**src/rtl/sce_pkg.sv**
```systemverilog
package sce_pkg;
  localparam int unsigned SCE_W_DEF = 18;
  localparam logic [17:0] SCE_POLY_DEF = 18'h00081;

  typedef enum logic {
    SIDE_A_SAMPLED = 1'b0,
    SIDE_B_SAMPLED = 1'b1
  } sce_dir_e;
endpackage

```
**src/rtl/sce_sig_reg.sv**
```systemverilog
module sce_sig_reg #(
  parameter int unsigned W = 18,
  parameter logic [W-1:0] POLY = 18'h00081
) (
  input  logic         tck,
  input  logic         trst_n,
  input  logic         step,
  input  logic         shift,
  input  logic         ser_in,
  input  logic [W-1:0] din,
  output logic [W-1:0] sig_q
);
  function automatic logic [W-1:0] lfsr_fold(input logic [W-1:0] s, input logic [W-1:0] d);
    return {s[W-2:0], 1'b0} ^ (s[W-1] ? POLY : '0) ^ d;
  endfunction

  always_ff @(posedge tck or negedge trst_n) begin
    if (!trst_n)    sig_q <= '0;
    else if (shift) sig_q <= {ser_in, sig_q[W-1:1]};
    else if (step)  sig_q <= lfsr_fold(sig_q, din);
  end
endmodule

```
**src/rtl/sce_counter.sv**
```systemverilog
module sce_counter #(
  parameter int unsigned W = 18
) (
  input  logic         tck,
  input  logic         trst_n,
  input  logic         step,
  input  logic         shift,
  input  logic         ser_in,
  output logic [W-1:0] cnt_q
);
  function automatic logic [W-1:0] count_up(input logic [W-1:0] c);
    return c + W'(1);
  endfunction

  always_ff @(posedge tck or negedge trst_n) begin
    if (!trst_n)    cnt_q <= '0;
    else if (shift) cnt_q <= {ser_in, cnt_q[W-1:1]};
    else if (step)  cnt_q <= count_up(cnt_q);
  end
endmodule

```
**src/rtl/sce_shadow.sv**
```systemverilog
module sce_shadow #(
  parameter int unsigned W = 18
) (
  input  logic         tck,
  input  logic         trst_n,
  input  logic         step,
  input  logic [W-1:0] cnt,
  output logic         upd_pend,
  output logic [W-1:0] shadow_q
);
  always_ff @(posedge tck or negedge trst_n) begin
    if (!trst_n) upd_pend <= 1'b0;
    else         upd_pend <= step;
  end

  always_ff @(negedge tck or negedge trst_n) begin
    if (!trst_n)       shadow_q <= '0;
    else if (upd_pend) shadow_q <= cnt;
  end
endmodule

```
**src/rtl/sigcount_engine.sv**
```systemverilog
module sigcount_engine #(
  parameter int unsigned W = sce_pkg::SCE_W_DEF,
  parameter logic [W-1:0] POLY = W'(sce_pkg::SCE_POLY_DEF)
) (
  input  logic         tck,
  input  logic         trst_n,
  input  logic         run_en,
  input  logic         shift_en,
  input  logic         scan_in,
  input  logic         dir_sel,
  input  logic [W-1:0] a_pins_in,
  input  logic [W-1:0] b_pins_in,
  output logic         scan_out,
  output logic [W-1:0] a_pins_out,
  output logic [W-1:0] b_pins_out
);
  import sce_pkg::*;

  sce_dir_e     dir;
  logic         run_step;
  logic         upd_pend;
  logic [W-1:0] sample_bus;
  logic [W-1:0] sig_q;
  logic [W-1:0] cnt_q;
  logic [W-1:0] shadow_q;

  assign dir        = sce_dir_e'(dir_sel);
  assign run_step   = run_en & ~shift_en;
  assign sample_bus = (dir == SIDE_B_SAMPLED) ? b_pins_in : a_pins_in;

  sce_sig_reg #(.W(W), .POLY(POLY)) u_sig (
    .tck(tck), .trst_n(trst_n), .step(run_step), .shift(shift_en),
    .ser_in(scan_in), .din(sample_bus), .sig_q(sig_q)
  );

  sce_counter #(.W(W)) u_cnt (
    .tck(tck), .trst_n(trst_n), .step(run_step), .shift(shift_en),
    .ser_in(sig_q[0]), .cnt_q(cnt_q)
  );

  sce_shadow #(.W(W)) u_shadow (
    .tck(tck), .trst_n(trst_n), .step(run_step), .cnt(cnt_q),
    .upd_pend(upd_pend), .shadow_q(shadow_q)
  );

  assign scan_out   = cnt_q[0];
  assign a_pins_out = (dir == SIDE_B_SAMPLED) ? shadow_q : '0;
  assign b_pins_out = (dir == SIDE_A_SAMPLED) ? shadow_q : '0;
endmodule

```
**config.mk**
```make
export PLATFORM = sky130hd
export DESIGN_NAME = sigcount_engine
export DESIGN_NICKNAME = d
export VERILOG_FILES = /design/src/rtl/sce_pkg.sv /design/src/rtl/sce_sig_reg.sv /design/src/rtl/sce_counter.sv /design/src/rtl/sce_shadow.sv /design/src/rtl/sigcount_engine.sv
export SDC_FILE = /design/constraint.sdc
export NUM_CORES = 1
export LEC_CHECK = 0
export ABC_CLOCK_PERIOD_IN_PS = 2900
export BUFFER_PORTS_ARGS = -buffer_cell sky130_fd_sc_hd__buf_2
export CAP_MARGIN = 15
export CORE_MARGIN = 8
export CORE_UTILIZATION = 45
export DETAILED_ROUTE_END_ITERATION = 16
export PLACE_DENSITY = 0.81
export RECOVER_POWER = 50
export SYNTH_ARGS = -nofsm -noshare
export SYNTH_HDL_FRONTEND = slang
export SYNTH_SLANG_ARGS = --single-unit
```
**constraint.sdc**
```tcl
create_clock -name tck -period 2.9 [get_ports tck]
set_input_delay 0.58 -clock tck [delete_from_list [all_inputs] [get_ports tck]]
set_output_delay 0.58 -clock tck [all_outputs]
set_load 0.01 [all_outputs]
```
==> flow_summary.yaml <==
setup_path:
  reg2reg_to: "u_shadow.shadow_q[12]"
  cp.required_ps: 2320
  r2r_start: "u_shadow.upd_pend"
  critPathTopFamily: "flip-flops"
  path_class: "reg2out"
  cpMaxStageDelayCell: "dfrtn_1"
  ff2ff_path_depth: 2
  cp_cell_sequence: "nor2b_4 -> buf_6"
  worstPathMaxFanout: 3
  start_kind: "flop"
  cpPeakStageDelay_ps: 440
  crit_buf_inv: 1
  regToRegSetupSlack_ps: 340
  cp.arrival_ps: 2450
  setup.worst_path.end_class: "output pin"
job:
  drv_cap: 0
power:
  comb_power_share: 0.306
  clkPwrFrac: 0.177
  p_switching_mw: 0.7140
  swShare: 0.3207
  peakVddDrop_v: 0.0002467
  p_per_area_nw_per_um2: 589.2
  total_power_mw: 2.226
  power_frac_seq: 0.517
  p_leak_nw: 1.771
  p_int_mw: 1.512
worst_hold_path:
  whs_endpoint: "u_shadow.shadow_q[15]"
  holdPathStages: 1
  min_from: "u_shadow.shadow_q[15]"
  hp-class: "reg2reg"
clock_network:
  clockRootBuffer: "clkbuf_8"
  cts_tree: "done"
  hold_buffers: 0
  clock_path_buffers: 2
  clkTransAtPathRegs_ps: 60
  htreeDepth: 2
  clkLatencyLatePin_ps: 300
  cts_buffers: 5
  cts.sinks: 55
outcome:
  violations: "setup timing"
  status: "complete, but fails checks"
die:
  die_area_um2: 9911
  die_y_um: 99.56
  core_area_um2: 6794
  pin_count: 79
  die_w_um: 99.56
  start_util: 0.4624
  std_cell_rows: 30
final_layout:
  multi_input_area_um2: 1680
  layout_common_cells: "buf_2 (70), dfrtp_1 (37), mux2i_1 (34), xnor2_1 (26), nand2_1 (22)"
  area_growth_pct: 20.27
  num-nets-final: 435
  insertedDiodeCount: 0
  regArea_um2: 1376
  fill_cells: 588
  final_common_cell: "buf_2"
  fin_area_um2: 3779
  final_util: 0.5562
  drive_above_1_share: 0.3061
timing:
  fin_ws_ps: -128.9
  hold_viol_final: 0
  finalMaxSlewViolations: 0
  rsz0062_at_grt: "yes"
  setup_viol: 36
  setup_tns_ps: -3561
  finalClockSkew_ps: 8.455
  relSlewSlack: 0.08305
  worstMarginPinSlew_ps: 1375
detailed_routing:
  wl_per_cell_um: 13.00
  drc: 0
  viasPerCell: 4.918
  wl_um: 6346
  num_vias: 2400
  drt_iter0_markers: 60
  dr.pass1.iters: 4
  final_antenna_net_count: 0
grt:
  met3_usage: 0.02933
  grt_pass1_vias: 2383
  met1_usage: 0.1590
  antenna_found_initial: 0
  use_met2: 0.2221
  grt_use_total: 0.1306
  grt_start_max_net_pins: 41
  grt_overflow_total: 0
  grt.busiest_layer: "met2"
  grt_pass1_wl_um: 10750
yosys:
  ys_dominant_reg_cell: "dfrtp_1"
  synth-async-reset-ratio: 1.000
  yosysUniqueCellTypes: 38
  avgSynthCellArea_um2: 9.942
  syn-cell-area_um2: 3142
  syn_nets: 359
  synth_cells: 316
  synth-seq-area-share: 0.4381
  synth_warnings: 0
  ys_ff_latch: 55
  synth_edf_count: 0
placed_design:
  dpl-instance-area_um2: 3602
  port_buffers: 78
  dpl.hpwl_um: 4773
  place.gp.congestion: 0.8461
  pre_cts_ws_ps: 190.7
-- flip-flops by register name (all words and copies together), names as in the netlist --
| register | count |
|---|---|
| u_shadow.shadow_q | 18 |
| u_sig.sig_q | 18 |
| u_shadow.upd_pend | 1 |
| u_cnt.cnt_q | 18 |
-- routing by layer --
metal  wire (um)  up-vias
met5           0        -
met4          63        0
met3         396        5
met2        2988       74
met1        2898     1085
li1            -     1236
-- power groups by stage --
| stage | logic, mW | clock network, mW | registers (mW) |
|---|---|---|---|
| final | 0.681 | 0.394 | 1.15 |
| after floorplan | 0.484 | 0 | 1.10 |
| after global routing | 0.768 | 0.441 | 1.18 |
| after CTS | 0.665 | 0.408 | 1.15 |
| after detailed placement | 0.641 | 0 | 1.16 |
| after global placement | 0.618 | 0 | 1.15 |
-- logic make-up after synthesis --
kind of cell / synth area share
AO/OA/AOI/OAI: 0.07447
XOR/XNOR: 0.08921
adder cells (fa/ha/maj): 0.003982
buffers and inverters: 0.03743
flip-flops: 0.4381
multiplexers: 0.1728
AND/OR/NAND/NOR: 0.1840
-- cells in the mapped netlist (8+ instances only) --
| cell | instances | area (um^2) |
|---|---|---|
| nand4_1 | 8 | 50.05 |
| nand2_1 | 22 | 82.58 |
| nor2b_1 | 20 | 125.1 |
| mux2_2 | 18 | 202.7 |
| xnor2_1 | 26 | 227.7 |
| dfrtn_1 | 18 | 450.4 |
| a21oi_1 | 16 | 80.08 |
| mux2i_1 | 34 | 340.3 |
| and2_1 | 18 | 112.6 |
| dfrtp_1 | 37 | 925.9 |
| clkbuf_1 | 9 | 33.78 |
| o21ai_0 | 15 | 75.07 |
| nor2_1 | 21 | 78.83 |
-- per-stage QoR --
step / cells / hold WS [ps]
6_report: 488 / 463.5
3_3_place_gp: 475 / 455.4
5_1_grt: 488 / 486.0
2_1_floorplan: 316 / 284.4
4_1_cts: 487 / 467.5
3_5_place_dp: 475 / 467.3
-- worst max-delay path by stage --
stage	from	to	slack, ps	depth (start not counted)
floorplan	u_shadow.upd_pend	u_shadow.shadow_q[10]	90	3
global placement	u_shadow.shadow_q[1]	b_pins_out[1]	220	2
detailed placement	u_shadow.shadow_q[1]	a_pins_out[1]	190	2
CTS	u_shadow.shadow_q[1]	a_pins_out[1]	-140	2
global route	u_shadow.shadow_q[8]	b_pins_out[8]	-200	2
finish	u_shadow.shadow_q[11]	b_pins_out[11]	-130	2
-- final cells by class --
cell class                 count  share of cell area
timing repair buffer          90              0.1331
clock buffer                   7             0.02020
sequential                    55              0.3642
tap                           96             0.03179
multi-input combinational    234              0.4447
inverter                       6            0.005960
-- what timing repair did --
item	CTS	global route
buffers inserted	5	1
setup endpoints to repair	36	36
pin swaps	1	6
resized for setup	0	14
Power figures use the tool's default switching activity.
